`src/rtl/fcmd_pkg.sv`:
```
package fcmd_pkg;

    typedef enum logic [1:0] {
        RD_ARRAY  = 2'd0,
        RD_STATUS = 2'd1,
        RD_SIGN   = 2'd2,
        RD_QUERY  = 2'd3
    } rd_sel_e;

    typedef enum logic [2:0] {
        OP_PROG  = 3'd0,
        OP_ERASE = 3'd1,
        OP_BUF   = 3'd2,
        OP_OTP   = 3'd3,
        OP_FACT  = 3'd4
    } op_kind_e;

    typedef enum logic [3:0] {
        S_READY,
        S_PSETUP,
        S_ESETUP,
        S_BCOUNT,
        S_BDATA,
        S_BCONF,
        S_OSETUP,
        S_FSETUP,
        S_BUSY,
        S_SUSP,
        S_NSETUP,
        S_NBUSY
    } ci_state_e;

    // Error flags raised in one cycle; merged into the sticky register
    typedef struct packed {
        logic erase;
        logic prog;
        logic vpp;
        logic lock;
    } err_set_t;

    localparam logic [7:0] C_RD_ARRAY = 8'hFF;
    localparam logic [7:0] C_RD_STAT  = 8'h70;
    localparam logic [7:0] C_RD_SIGN  = 8'h90;
    localparam logic [7:0] C_RD_QUERY = 8'h98;
    localparam logic [7:0] C_CLR_STAT = 8'h50;
    localparam logic [7:0] C_ERASE    = 8'h20;
    localparam logic [7:0] C_CONFIRM  = 8'hD0;
    localparam logic [7:0] C_SUSPEND  = 8'hB0;
    localparam logic [7:0] C_BUFFER   = 8'hE8;
    localparam logic [7:0] C_OTP      = 8'hC0;
    localparam logic [7:0] C_FACTORY  = 8'h80;

    function automatic logic is_prog_cmd(input logic [7:0] c);
        return (c == 8'h40) || (c == 8'h10);
    endfunction

    // Read-mode commands allowed while the engine runs
    function automatic logic is_busy_read(input logic [7:0] c);
        return (c == C_RD_STAT) || (c == C_RD_QUERY);
    endfunction

endpackage

```
`src/rtl/fcmd_engine.sv`:
```
module fcmd_engine #(
    parameter int BUSY_CYC = 8
) (
    input  logic clk,
    input  logic rst,
    input  logic start,
    input  logic hold,
    input  logic fail_in,
    output logic done,
    output logic fail
);
    localparam int CNT_W = $clog2(BUSY_CYC + 1);

    logic [CNT_W-1:0] cnt_q;
    logic             act_q;

    assign done = act_q && !hold && (cnt_q == CNT_W'(1));

    always_ff @(posedge clk) begin
        if (rst) begin
            cnt_q <= '0;
            act_q <= 1'b0;
            fail  <= 1'b0;
        end else if (start) begin
            cnt_q <= CNT_W'(BUSY_CYC);
            act_q <= 1'b1;
            fail  <= fail_in;
        end else if (done) begin
            cnt_q <= '0;
            act_q <= 1'b0;
        end else if (act_q && !hold) begin
            cnt_q <= cnt_q - CNT_W'(1);
        end
    end
endmodule

```
`src/rtl/fcmd_status.sv`:
```
module fcmd_status
    import fcmd_pkg::*;
(
    input  logic     clk,
    input  logic     rst,
    input  logic     ready,
    input  err_set_t set_err,
    input  logic     clr_err,
    input  logic     set_susp_e,
    input  logic     set_susp_p,
    input  logic     clr_susp,
    output logic [7:0] sr
);
    err_set_t err_q;
    logic     se_q, sp_q;

    always_ff @(posedge clk) begin
        if (rst) begin
            err_q <= '0;
            se_q  <= 1'b0;
            sp_q  <= 1'b0;
        end else begin
            err_q <= (clr_err ? '0 : err_q) | set_err;
            if (clr_susp) begin
                se_q <= 1'b0;
                sp_q <= 1'b0;
            end else begin
                se_q <= se_q | set_susp_e;
                sp_q <= sp_q | set_susp_p;
            end
        end
    end

    assign sr = {ready, se_q, err_q.erase, err_q.prog, err_q.vpp, sp_q, err_q.lock, 1'b0};
endmodule

```
`src/rtl/fcmd_top.sv`:
```
module fcmd_top
    import fcmd_pkg::*;
#(
    parameter int ADDR_W    = 16,
    parameter int DATA_W    = 16,
    parameter int BLK_OFS_W = 8,
    parameter int BUSY_CYC  = 8,
    parameter int BUF_MAX   = 8,
    localparam int LEN_W    = $clog2(BUF_MAX + 1)
) (
    input  logic              clk,
    input  logic              rst,
    input  logic              bus_we,
    input  logic [ADDR_W-1:0] bus_addr,
    input  logic [DATA_W-1:0] bus_data,
    input  logic              blk_locked,
    input  logic              vpp_ok,
    output logic [1:0]        rd_sel,
    output logic [7:0]        status,
    output logic              op_start,
    output logic [2:0]        op_kind,
    output logic [ADDR_W-1:0] op_addr,
    output logic [DATA_W-1:0] op_data,
    output logic [LEN_W-1:0]  op_len
);
    localparam int BLK_W   = ADDR_W - BLK_OFS_W;
    localparam int NUM_ENG = 2;

    ci_state_e         state_q, state_d;
    rd_sel_e           rd_q, rd_d;
    logic [ADDR_W-1:0] base_q, base_d;
    logic [LEN_W-1:0]  left_q, left_d, len_q, len_d;
    logic [BLK_W-1:0]  susp_blk_q, susp_blk_d;
    logic              run_erase_q, run_erase_d;

    logic              launch, l_nested;
    op_kind_e          l_kind;
    logic [ADDR_W-1:0] l_addr;
    logic [LEN_W-1:0]  l_len;

    logic              op_v_d;
    op_kind_e          op_kind_q, op_kind_d;
    logic [ADDR_W-1:0] op_addr_d;
    logic [DATA_W-1:0] op_data_d;
    logic [LEN_W-1:0]  op_len_d;

    err_set_t          err_set;
    logic              clr_err, set_se, set_sp, clr_susp;
    logic [7:0]        sr_w;
    logic              err_pend, ready;

    logic [NUM_ENG-1:0] start_vec, hold_vec, eng_done, eng_fail;

    wire [7:0] cmd = bus_data[7:0];

    assign err_pend = sr_w[5] | sr_w[4] | sr_w[3];
    assign ready    = (state_q != S_BUSY) && (state_q != S_NBUSY);
    assign hold_vec = {1'b0, (state_q == S_SUSP) || (state_q == S_NSETUP) || (state_q == S_NBUSY)};

    // Engine 0 runs the main operation, engine 1 a program nested in an erase suspend
    for (genvar g = 0; g < NUM_ENG; g++) begin : g_eng
        fcmd_engine #(.BUSY_CYC(BUSY_CYC)) eng_i (
            .clk     (clk),
            .rst     (rst),
            .start   (start_vec[g]),
            .hold    (hold_vec[g]),
            .fail_in (!vpp_ok),
            .done    (eng_done[g]),
            .fail    (eng_fail[g])
        );
    end

    fcmd_status stat_i (
        .clk        (clk),
        .rst        (rst),
        .ready      (ready),
        .set_err    (err_set),
        .clr_err    (clr_err),
        .set_susp_e (set_se),
        .set_susp_p (set_sp),
        .clr_susp   (clr_susp),
        .sr         (sr_w)
    );

    always_comb begin
        state_d     = state_q;
        rd_d        = rd_q;
        base_d      = base_q;
        left_d      = left_q;
        len_d       = len_q;
        susp_blk_d  = susp_blk_q;
        run_erase_d = run_erase_q;
        launch      = 1'b0;
        l_nested    = 1'b0;
        l_kind      = OP_PROG;
        l_addr      = bus_addr;
        l_len       = LEN_W'(1);
        op_v_d      = 1'b0;
        op_kind_d   = op_kind_q;
        op_addr_d   = op_addr;
        op_data_d   = op_data;
        op_len_d    = op_len;
        err_set     = '0;
        clr_err     = 1'b0;
        set_se      = 1'b0;
        set_sp      = 1'b0;
        clr_susp    = 1'b0;
        start_vec   = '0;

        case (state_q)
            S_READY: if (bus_we) begin
                if (is_prog_cmd(cmd)) begin
                    state_d = S_PSETUP;
                    rd_d    = RD_STATUS;
                end else begin
                    case (cmd)
                        C_RD_ARRAY: rd_d = RD_ARRAY;
                        C_RD_STAT:  rd_d = RD_STATUS;
                        C_RD_SIGN:  rd_d = RD_SIGN;
                        C_RD_QUERY: rd_d = RD_QUERY;
                        C_CLR_STAT: clr_err = 1'b1;
                        C_ERASE: begin
                            state_d = S_ESETUP;
                            rd_d    = RD_STATUS;
                        end
                        C_BUFFER: begin
                            state_d = S_BCOUNT;
                            rd_d    = RD_STATUS;
                            base_d  = bus_addr;
                        end
                        C_OTP: begin
                            state_d = S_OSETUP;
                            rd_d    = RD_STATUS;
                        end
                        C_FACTORY: begin
                            state_d = S_FSETUP;
                            rd_d    = RD_STATUS;
                            base_d  = bus_addr;
                        end
                        default: ;
                    endcase
                end
            end
            S_PSETUP: if (bus_we) begin
                launch = 1'b1;
                l_kind = OP_PROG;
            end
            S_OSETUP: if (bus_we) begin
                launch = 1'b1;
                l_kind = OP_OTP;
            end
            S_ESETUP: if (bus_we) begin
                if (cmd == C_CONFIRM) begin
                    launch = 1'b1;
                    l_kind = OP_ERASE;
                end else begin
                    err_set.erase = 1'b1;
                    err_set.prog  = 1'b1;
                    state_d       = S_READY;
                end
            end
            S_BCOUNT: if (bus_we) begin
                if (bus_data >= DATA_W'(BUF_MAX)) begin
                    err_set.erase = 1'b1;
                    err_set.prog  = 1'b1;
                    state_d       = S_READY;
                end else begin
                    left_d  = LEN_W'(bus_data);
                    len_d   = LEN_W'(bus_data) + LEN_W'(1);
                    state_d = S_BDATA;
                end
            end
            S_BDATA: if (bus_we) begin
                if (left_q == '0) state_d = S_BCONF;
                else              left_d  = left_q - LEN_W'(1);
            end
            S_BCONF, S_FSETUP: if (bus_we) begin
                if (cmd == C_CONFIRM) begin
                    launch = 1'b1;
                    l_kind = (state_q == S_BCONF) ? OP_BUF : OP_FACT;
                    l_addr = base_q;
                    l_len  = (state_q == S_BCONF) ? len_q : LEN_W'(1);
                end else begin
                    err_set.erase = 1'b1;
                    err_set.prog  = 1'b1;
                    state_d       = S_READY;
                end
            end
            S_BUSY: begin
                if (eng_done[0]) begin
                    state_d = S_READY;
                    if (eng_fail[0]) begin
                        err_set.vpp   = 1'b1;
                        err_set.erase = run_erase_q;
                        err_set.prog  = !run_erase_q;
                    end
                end else if (bus_we) begin
                    if (cmd == C_RD_STAT)  rd_d = RD_STATUS;
                    if (cmd == C_RD_QUERY) rd_d = RD_QUERY;
                    if (cmd == C_SUSPEND) begin
                        state_d = S_SUSP;
                        rd_d    = RD_STATUS;
                        set_se  = run_erase_q;
                        set_sp  = !run_erase_q;
                    end
                end
            end
            S_SUSP: if (bus_we) begin
                if (is_prog_cmd(cmd)) begin
                    if (sr_w[6]) begin
                        state_d = S_NSETUP;
                        rd_d    = RD_STATUS;
                    end
                end else begin
                    case (cmd)
                        C_RD_ARRAY: rd_d = RD_ARRAY;
                        C_RD_STAT:  rd_d = RD_STATUS;
                        C_RD_SIGN:  rd_d = RD_SIGN;
                        C_RD_QUERY: rd_d = RD_QUERY;
                        C_CLR_STAT: clr_err = 1'b1;
                        C_CONFIRM: begin
                            state_d  = S_BUSY;
                            rd_d     = RD_STATUS;
                            clr_susp = 1'b1;
                        end
                        default: ;
                    endcase
                end
            end
            S_NSETUP: if (bus_we) begin
                if (bus_addr[ADDR_W-1:BLK_OFS_W] == susp_blk_q) begin
                    err_set.prog = 1'b1;
                    state_d      = S_SUSP;
                end else begin
                    launch   = 1'b1;
                    l_nested = 1'b1;
                    l_kind   = OP_PROG;
                end
            end
            S_NBUSY: begin
                if (eng_done[1]) begin
                    state_d = S_SUSP;
                    if (eng_fail[1]) begin
                        err_set.vpp  = 1'b1;
                        err_set.prog = 1'b1;
                    end
                end else if (bus_we) begin
                    if (cmd == C_RD_STAT)  rd_d = RD_STATUS;
                    if (cmd == C_RD_QUERY) rd_d = RD_QUERY;
                end
            end
            default: state_d = S_READY;
        endcase

        // Common start path: pending error, lock check, then engine start
        if (launch) begin
            if (err_pend) begin
                state_d = l_nested ? S_SUSP : S_READY;
            end else if (blk_locked) begin
                err_set.lock = 1'b1;
                if (l_kind == OP_ERASE) err_set.erase = 1'b1;
                else                    err_set.prog  = 1'b1;
                state_d = l_nested ? S_SUSP : S_READY;
            end else begin
                start_vec[l_nested ? 1 : 0] = 1'b1;
                state_d   = l_nested ? S_NBUSY : S_BUSY;
                op_v_d    = 1'b1;
                op_kind_d = l_kind;
                op_addr_d = l_addr;
                op_data_d = bus_data;
                op_len_d  = l_len;
                if (!l_nested) begin
                    run_erase_d = (l_kind == OP_ERASE);
                    susp_blk_d  = l_addr[ADDR_W-1:BLK_OFS_W];
                end
            end
        end
    end

    always_ff @(posedge clk) begin
        if (rst) begin
            state_q     <= S_READY;
            rd_q        <= RD_ARRAY;
            base_q      <= '0;
            left_q      <= '0;
            len_q       <= '0;
            susp_blk_q  <= '0;
            run_erase_q <= 1'b0;
            op_start    <= 1'b0;
            op_kind_q   <= OP_PROG;
            op_addr     <= '0;
            op_data     <= '0;
            op_len      <= '0;
        end else begin
            state_q     <= state_d;
            rd_q        <= rd_d;
            base_q      <= base_d;
            left_q      <= left_d;
            len_q       <= len_d;
            susp_blk_q  <= susp_blk_d;
            run_erase_q <= run_erase_d;
            op_start    <= op_v_d;
            op_kind_q   <= op_kind_d;
            op_addr     <= op_addr_d;
            op_data     <= op_data_d;
            op_len      <= op_len_d;
        end
    end

    assign rd_sel  = rd_q;
    assign op_kind = op_kind_q;
    assign status  = sr_w;
endmodule

```
`config.mk`:
```
export PLATFORM = sky130hd
export DESIGN_NAME = fcmd_top
export DESIGN_NICKNAME = d
export VERILOG_FILES = /design/src/rtl/fcmd_pkg.sv /design/src/rtl/fcmd_engine.sv /design/src/rtl/fcmd_status.sv /design/src/rtl/fcmd_top.sv
export SDC_FILE = /design/constraint.sdc
export NUM_CORES = 1
export LEC_CHECK = 0
export BUFFER_PORTS_ARGS = -buffer_cell sky130_fd_sc_hd__buf_4
export CORE_MARGIN = 3
export CORE_UTILIZATION = 56
export DETAILED_ROUTE_END_ITERATION = 8
export GPL_TIMING_DRIVEN = 0
export PLACE_DENSITY_LB_ADDON = 0.1
export SLEW_MARGIN = 25
export SYNTH_ARGS = -nofsm -noshare
export SYNTH_HDL_FRONTEND = slang
export SYNTH_SLANG_ARGS = --single-unit
```
`constraint.sdc`:
```
create_clock -name clk -period 2.75 [get_ports clk]
set_input_delay 0.4125 -clock clk [delete_from_list [all_inputs] [get_ports clk]]
set_output_delay 0.4125 -clock clk [all_outputs]
set_load 0.02 [all_outputs]
```
==> results of run 1 <==
## cells in the mapped netlist, types with 6 or more instances
cell type,instances
a211oi_1,32
a21oi_1,20
buf_2,8
buf_4,8
clkbuf_1,27
dfxtp_1,97
ha_1,7
inv_1,17
mux2i_1,57
nand2_1,25
nand2b_1,11
nand3_1,13
nand4_1,8
nor2_1,97
nor2b_1,6
nor3_1,19
o21ai_0,14
xnor2_1,13
## critical path, delay by kind of cell, from the launching register on
family,cells,cell delay (ns)
compound gates,1,0.12
buf+inv,4,1.05
flops,1,0.46
simple gates,1,0.21
## state kept, by name (all words and copies together), names as in the netlist, 2 cells and up
name / count
base_q: 16
op_addr: 16
op_data: 16
g_eng.eng_i.cnt_q: 8
susp_blk_q: 8
left_q: 4
len_q: 4
op_len: 4
stat_i.sr: 4
state_q: 4
op_kind: 3
g_eng.eng_i.act_q: 2
g_eng.eng_i.fail: 2
rd_sel: 2
## layout make-up
| class | instances | area [um2] |
|---|---|---|
| well taps | 105 | 131 |
| repair buffers | 82 | 616 |
| inverters | 18 | 67.6 |
| clock inverters | 6 | 55.1 |
| multi-input cells | 417 | 2810 |
| flip-flops and latches | 97 | 1940 |
| fillers | 677 | 2450 |
| plain buffers | 45 | 219 |
| clock buffers | 10 | 138 |
## stage by stage
step                      hold WS [ns]  total power [mW]  worst slack [ns]
after detailed placement         0.451              1.64            -0.234
final                            0.234              2.53             0.131
after global placement           0.447              1.63            -0.179
after global routing             0.218              2.62            0.0100
after floorplan                  0.437              1.55             0.348
after CTS                        0.226              2.53            0.0318
## where the power goes
group          switching [mW]  internal, mW  total [mW]
registers             0.00107          1.41        1.41
clock network           0.544         0.374       0.918
logic                   0.128        0.0765       0.205
## cell families after synthesis
family                   after synthesis
flip-flops                            97
multiplexers                          57
XOR/XNOR                              15
adder cells (fa/ha/maj)                7
other                                  1
AND/OR/NAND/NOR                      225
buffers and inverters                 63
AO/OA/AOI/OAI                        111
## cell usage in the layout, fill, tap and decap left out, types with 3 or more instances in the layout
cell type | synthesis | routed
nor3b_1 | 3 | 3
inv_1 | 17 | 17
a311oi_1 | 5 | 5
nand2_1 | 25 | 25
buf_4 | 8 | 90
ha_1 | 7 | 7
xnor2_1 | 13 | 13
clkbuf_1 | 27 | 26
o41ai_1 | 3 | 3
clkbuf_8 | 0 | 10
a21oi_1 | 20 | 20
dfxtp_1 | 97 | 97
clkbuf_4 | 1 | 3
mux2i_1 | 57 | 57
nand4_1 | 8 | 8
inv_6 | 0 | 3
buf_2 | 8 | 6
nand3_1 | 13 | 13
or3_1 | 4 | 4
or2_2 | 5 | 5
a211oi_1 | 32 | 32
and2_1 | 3 | 3
a31oi_1 | 5 | 5
nor2_1 | 97 | 97
nand4b_1 | 3 | 3
nor2b_1 | 6 | 6
nor4b_1 | 4 | 4
a32oi_1 | 4 | 4
or4bb_1 | 3 | 3
nor3_1 | 19 | 17
o211ai_1 | 3 | 3
nand3b_1 | 3 | 3
nand2b_1 | 11 | 11
nor4bb_1 | 4 | 4
o21ai_0 | 14 | 14
## layer usage
layer,wire [um],up-vias,global-route usage [%]
met3,966,15,5.54
met4,161,0,7.36
li1,-,2257,-
met5,0,-,0
met1,6350,2265,38.5
met2,6540,185,43.1
## path summary, 6_finish.rpt
kind                   start                   to  cells past startpoint
setup reg to reg  state_q[1]            op_len[2]                      8
setup / recovery  state_q[0]            status[7]                      6
hold reg to reg    rd_sel[1]            rd_sel[1]                      2
hold / removal        vpp_ok  g_eng[1].eng_i.fail                      2
## what timing repair did
action,4_1_cts,5_1_grt
hold buffers,0,0
resized for setup,0,7
endpoints found under the setup margin,0,29
setup buffers,0,2
==> metrics.txt, run 1 <==
setup TNS 0 ns; PD cells 423 nW/um2; DR vias 4722; Ports 87; most common flop cell mapped by yosys dfxtp_1; Worst slew margin 51.6%; Inst Count DP 761; measured slew at the worst slew-check pin 0.720 ns; Synth Area in Compound Gates 16.7%; Num CTS Buffers 9; Synth Instances 576; Synth-to-Final Area Change 19.4%; Total Wirelength 14000 um; register area share after synthesis 38.8%; die area 10100 um2; initial antenna violation count 0; routability cong. 0.910; final period utilization 95.2%; CP max FO 10; n_diodes 0; multiplexer share of the synthesized area 11.4%; syn avg cell area 8.68 um2; # DRC 0; peak supply drop 0.289 mV; First-pass DRT Iterations 5; CTS root buf clkbuf_8; Yosys cell types 64; setup violators final 0; total core area 8420 um2; Die X 101 um; max_cap viols 0; LEAKAGE 2.15 nW; fmax 382 MHz; final global-route overflow total 0; port bufs 80; starting density of the core 59.4%; vias in the first global route 4497; post-synthesis instance area 5000 um2; Max Transition Viols Final 0; largest net degree at the start of global routing 19; CTS tree done; H-tree levels 3; fin nets 714; clock sinks 97; dominant cell type by area after synthesis dfxtp_1; crit-path cells clkbuf_1 > clkbuf_1 > and2_1 > o21ai_0 > buf_4 > buf_4; HP Class in -> reg; Finished Cell Area 5970 um2; final core utilization 70.9%; Yosys reg bits 97; Max Buffers Root-to-Sink 2; WS Path Type reg -> out; wire length per cell 18.0 um; clock slew at reported path FFs 0.10 ns; largest family of logic cells by synthesized area simple AND/OR/NAND/NOR gates; Yosys top cell area share 38.8%; Die H 101 um; fraction of layout cells with a size suffix above 1 20.4%; RSZ-0062 raised after global routing false; Final HPWL DP 10300 um; crit path max-delay cell type dfxtp_1; Detail Route Antenna Nets 0; status complete, no violations; FP Rows 33; GRT Overall Usage 27.4%; post-synthesis adder-cell area fraction 1.75%; first-pass GRT wire length 22100 um; Simple-Gate Fraction of Synth Area 23.0%; R2R Setup Slk 0.15 ns; Post-synth EDFFs 0; drt initial violations 359; Vias/cell 6.05; FFs w/ async S/R, synth 0%; synth top area cells dfxtp_1, mux2i_1, nor2_1; Post-Synth XOR/XNOR Area 2.63%; CP peak stage delay 0.46 ns; Final Non-Filler Cells 780; Synthesized Nets 620; CP arrival 2.21 ns; fin crit period 2.62 ns; CP Data Required Time 2.34 ns; warnings from Yosys 0; critical path startpoint category flop; later-pin clock latency in the skew report 0.37 ns; CP Capture Type primary output; Hold Vio Cnt, Final 0; Post-DP Area 5730 um2; Fin Clk Skew 0.0121 ns
Note: power is estimated with default switching activity, not from simulation.
==> run 2, diff against run 1 <==
Settings changed: PLACE_DENSITY set to 0.8, PLACE_DENSITY_LB_ADDON 0.1 to unset.
==> run 2 against run 1 <==
Cell count grew 0.13%. Sequential share of layout area shrank 0.054 points. Hold slack lost 0.013 ns. Core utilization grew 0.12 points. Count of clock-buffer cells in the layout is the same. Critical path depth grew 3. Combinational power shrank 2%. Clock skew is essentially flat. Total power is essentially flat. Sequential power is essentially flat. Fmax shrank 1.2%. Register-to-register slack lost 0.05 ns.
==> metrics.txt, run 2 (synthesis gave the netlist of run 1 again) <==
status complete, no violations; First-pass DRT Iterations 5 (unchanged); final period utilization 96.4% (+1.2 points); CP max FO 10 (unchanged); clock sinks 97 (unchanged); Synth-to-Final Area Change 19.6%; Die X 101 um (unchanged); CTS root buf clkbuf_8; R2R Setup Slk 0.1 ns (-0.05 ns); Ports 87 (unchanged); LEAKAGE 2.17 nW (+0.71%); final global-route overflow total 0 (unchanged); measured slew at the worst slew-check pin 0.714 ns (-0.00623 ns); final core utilization 71.0% (+0.12 points); first-pass GRT wire length 22100 um (-0.19%); Final Non-Filler Cells 781 (+0.13%); PD cells 423 nW/um2 (about the same); worst r2r dst op_addr[15]; GRT Overall Usage 27.5% (+0.062 points); hold path endpoint g_eng[1].eng_i.fail; Total Wirelength 13800 um (-1.6%); Worst slew margin 52.0% (+0.42 points); # DRC 0 (unchanged); H-tree levels 3 (unchanged); Tot Pwr 2.53 mW (about the same); Worst Hold Slack 0.221 ns (-0.0132 ns); CP Data Required Time 3.03 ns (+0.69 ns); CP Capture Type flop; HP Class in -> reg; WS Path Type reg -> reg; Die H 101 um (unchanged); CP arrival 2.94 ns (+0.73 ns); Regs by FF count base_q x16, op_addr x16, op_data x16; fraction of layout cells with a size suffix above 1 20.6% (+0.12 points); CTS tree done; Inst Count DP 761 (unchanged); fin nets 715 (+0.14%); R2R depth 9 (+1); fin crit period 2.65 ns (+0.0324 ns); fmax 377 MHz (-1.2%); Hold Startpoint vpp_ok; Max Transition Viols Final 0 (unchanged); Hold Path Depth 2 (unchanged); vias in the first global route 4480 (-0.38%); hold-fix buffers at CTS 0 (unchanged); total core area 8420 um2 (unchanged); n_diodes 0 (unchanged); setup violators final 0 (unchanged); Hold Vio Cnt, Final 0 (unchanged); Max Buffers Root-to-Sink 2 (unchanged); critical path startpoint category flop; max_cap viols 0 (unchanged); routability cong. 0.946 (+4.0%); Vias/cell 6.02 (-0.51%); starting density of the core 59.4% (unchanged); DR vias 4704 (-0.38%); Fin Clk Skew 0.0121 ns (-0.00000320 ns); initial antenna violation count 0 (unchanged); Post-DP Area 5730 um2 (unchanged); Detail Route Antenna Nets 0 (unchanged); wire length per cell 17.7 um (-1.7%); Finished Cell Area 5980 um2 (+0.17%); Final HPWL DP 10300 um (-0.40%); peak supply drop 0.252 mV (-13%); FP Rows 33 (unchanged); die area 10100 um2 (unchanged); drt initial violations 235 (-35%); clock slew at reported path FFs 0.10 ns (about the same); later-pin clock latency in the skew report 0.38 ns (about the same); reg2reg start state_q[1]; largest net degree at the start of global routing 19 (unchanged); commonest non-fill, non-tap cells in the layout nor2_1, dfxtp_1, buf_4; port bufs 80 (unchanged); Num CTS Buffers 9 (unchanged)
run 2: worst max-delay path by stage:
stage	start	end	slack, ns	cells past startpoint
2_1_floorplan	bus_data[0]	state_q[1]	0.35	8
3_3_place_gp	bus_data[0]	op_addr[1]	-0.18	10
3_5_place_dp	bus_data[0]	op_addr[1]	-0.24	10
4_1_cts	state_q[1]	op_addr[1]	0.08	7
5_1_grt	state_q[1]	op_addr[15]	-0.03	9
6_report	state_q[1]	op_addr[15]	0.1	9
run 2: critical path: stages, from the launching register on:
cell and delay [ns]:
dfxtp_1 0.32, buf_2 0.18, or4b_4 0.53, a2111oi_4 0.44
o21ai_2 0.18, a21oi_4 0.22, buf_12 0.14, buf_2 0.22
nor2_1 0.08, a211oi_1 0.25
run 2: layer usage:
layer	global-route usage, %	vias up	part of all wire, %
met1	37.6	2239	45
met5	0	-	0
met4	9.43	0	2.1
met2	43.7	179	47
met3	5.05	28	6.7
li1	-	2258	-
run 2: timing repair:
| item | in CTS | in global routing |
|---|---|---|
| endpoints found under the setup margin | 0 | 27 |
| buffers inserted | 0 | 4 |
| gates resized for setup | 0 | 7 |
run 2: area by class of cell:
type                            instances  area, um2
Multi-Input combinational cell        416       2790
Fill cell                             699       2440
Sequential cell                        97       1940
Timing Repair Buffer                   84        643
Buffer                                 45        218
Clock buffer                           10        138
Tap cell                              105        131
Inverter                               18       67.6
Clock inverter                          6       55.1
run 2: through the flow:
stage	setup WS, ns	setup TNS (ns)
final	0.0984	0
after global routing	-0.0343	-0.0343
after CTS	0.0780	0
after detailed placement	-0.244	-4.15
after global placement	-0.176	-3.29
after floorplan	0.348	0
run 2: power breakdown:
part / switching, mW / internal [mW]
logic: 0.125 / 0.0765
clock network: 0.551 / 0.373
registers: 0.00100 / 1.41
==> run 3, diff against run 2 <==
Settings changed: GPL_TIMING_DRIVEN 0 to unset.
==> run 3 against run 2 <==
Critical path depth down 2. Combinational power down 3%. Sequential cell count unchanged. Via count down 5.0%. Fmax up 8.9%. Count of clock-buffer cells in the layout unchanged. Global-route usage down 1.4 points. Total power up 1.3%. Register-to-register slack better by 0.22 ns. Routed wire length down 8.0%. Sequential share of layout area up 0.19 points. Die area unchanged.
==> metrics.txt, run 3 (synthesis gave the netlist of run 1 again) <==
RSZ-0062 raised after global routing false; clock slew at reported path FFs 0.10 ns (about the same); CTS tree done; final global-route overflow total 0 (unchanged); fin nets 691 (-3.4%); CP arrival 2.68 ns (-0.26 ns); fraction of layout cells with a size suffix above 1 21.3% (+0.76 points); Worst slew margin 59.3% (+7.3 points); LEAKAGE 2.15 nW (-0.63%); port bufs 85 (+6.3%); CP max FO 63 (+53); Regs by FF count base_q x16, op_addr x16, op_data x16; Post-DP Area 5750 um2 (+0.22%); Total Wirelength 12700 um (-8.0%); clock sinks 97 (unchanged); status complete, no violations; Final Non-Filler Cells 757 (-3.1%); buffer and inverter count on the worst path 1 (-2); total core area 8420 um2 (unchanged); # DRC 0 (unchanged); fmax 411 MHz (+8.9%); WS Path Type reg -> reg; crit-path cells or4b_4 > a2111oi_4 > o21ai_2 > a21oi_4 > buf_12 > mux2i_1 > nor2_1; CP peak stage delay 0.58 ns (+0.05 ns); routability cong. 0.939 (-0.72%); drt initial violations 279 (+19%); first-pass GRT wire length 21500 um (-2.8%); CP Capture Type flop; CTS root buf clkbuf_8; vias in the first global route 4432 (-1.1%); setup repair bufs after CTS 0 (unchanged); setup violators final 0 (unchanged); hold-fix buffers at CTS 0 (unchanged); Hold Vio Cnt, Final 0 (unchanged); measured slew at the worst slew-check pin 0.611 ns (-0.103 ns); Final HPWL DP 9070 um (-12%); R2R depth 7 (-2); Vias/cell 5.91 (-1.9%); starting density of the core 59.4% (unchanged); n_diodes 0 (unchanged); GRT Overall Usage 26.1% (-1.4 points); largest net degree at the start of global routing 64 (+45); Ports 87 (unchanged); register area 1940 um2 (unchanged); part of the power in registers 54.8% (-0.7 points); final setup margin 0.315 ns (+0.216 ns); Max Buffers Root-to-Sink 2 (unchanged); Crit path max-delay family compound AO/OA/AOI/OAI gates; H-tree levels 3 (unchanged); Post-CTS Resized 0 (unchanged); Sw Ratio 25.1% (-1.6 points); CP Data Required Time 2.99 ns (-0.04 ns); later-pin clock latency in the skew report 0.37 ns (about the same); Die H 101 um (unchanged); Fillers 716 (+2.4%); die area 10100 um2 (unchanged); Fin Clk Skew 0.00999 ns (-0.00215 ns); combinational share of power 7.6% (-0.4 points); fin crit period 2.44 ns (-0.216 ns); Place WS 0.143 ns (+0.387 ns); wire length per cell 16.8 um (-5.1%); final period utilization 88.6% (-7.9 points); FP Rows 33 (unchanged); critical path startpoint category flop; Inst Count DP 741 (-2.6%); final core utilization 70.6% (-0.42 points); Hold Path Depth 2 (unchanged); most common cell after layout, fill and taps aside buf_4; crit path max-delay cell type or4b_4; Finished Cell Area 5950 um2 (-0.59%); max_cap viols 0 (unchanged); HP Class in -> reg; commonest non-fill, non-tap cells in the layout buf_4, nor2_1, dfxtp_1; multi-input logic area 2780 um2 (-0.36%); setup TNS 0 ns (unchanged); Clk pwr share 37.6% (+1.1 points); Cell Int Power 1.92 mW (+3.6%); Die X 101 um (unchanged); PD cells 431 nW/um2 (+1.9%); initial antenna violation count 0 (unchanged); First-pass DRT Iterations 5 (unchanged); Detail Route Antenna Nets 0 (unchanged); DR vias 4471 (-5.0%); instance count on the critical path 7 (-2); peak supply drop 0.296 mV (+18%); Num CTS Buffers 9 (unchanged); Synth-to-Final Area Change 18.9%; Net Sw Power 644 uW (-4.9%); Max Transition Viols Final 0 (unchanged)
-- run 3: cell types whose count changed in the layout (fill, tap and decap cells not counted), sizes merged --
cell    delta
buf        +5
bufinv     +1
clkbuf    -29
inv        -1
-- run 3: area by class of cell --
type	count	area share [%]
Sequential cell	97	32.6
Multi-Input combinational cell	416	46.7
Clock buffer	10	2.15
Tap cell	105	2.21
Timing Repair Buffer	105	13.9
Clock inverter	6	1.26
Inverter	18	1.14
-- run 3: through the flow --
stage               hold WS (ns)  total power, mW
floorplan                  0.437             1.55
global placement           0.448             1.63
detailed placement         0.457             1.63
CTS                        0.232             2.58
global route               0.234             2.66
finish                     0.243             2.57
-- run 3: worst register-to-register path, stage by stage, from the launching register on --
cell       delay, ns
dfxtp_1         0.33
or4b_4          0.58
a2111oi_4       0.43
o21ai_2         0.17
a21oi_4         0.17
buf_12          0.27
mux2i_1         0.30
nor2_1          0.05
-- run 3: final timing paths --
| check | startpoint | to | slack [ns] |
|---|---|---|---|
| setup / recovery | state_q[3] | op_data[12] | 0.31 |
| setup reg to reg | state_q[3] | op_data[12] | 0.31 |
| hold / removal | vpp_ok | g_eng[0].eng_i.fail | 0.24 |
| hold reg to reg | rd_sel[1] | rd_sel[1] | 0.47 |
-- run 3: layer usage --
metal  wire length [um]  GRT usage [%]  vias to the layer above  share of wire [%]
met5                  0              0                        -                  0
met4                280           9.12                        0                2.2
met3                552           4.71                       25                4.3
met2               6260           43.9                      137                 49
met1               5600           33.6                     2104                 44
li1                   -              -                     2205                  -
-- run 3: power by group through the flow --
| stage | clock [mW] | combinational [mW] | sequential, mW |
|---|---|---|---|
| 2_1_floorplan | 0 | 0.110 | 1.44 |
| 5_1_grt | 1.03 | 0.214 | 1.41 |
| 4_1_cts | 0.978 | 0.193 | 1.41 |
| 6_report | 0.964 | 0.195 | 1.41 |
| 3_5_place_dp | 0 | 0.192 | 1.44 |
| 3_3_place_gp | 0 | 0.191 | 1.44 |
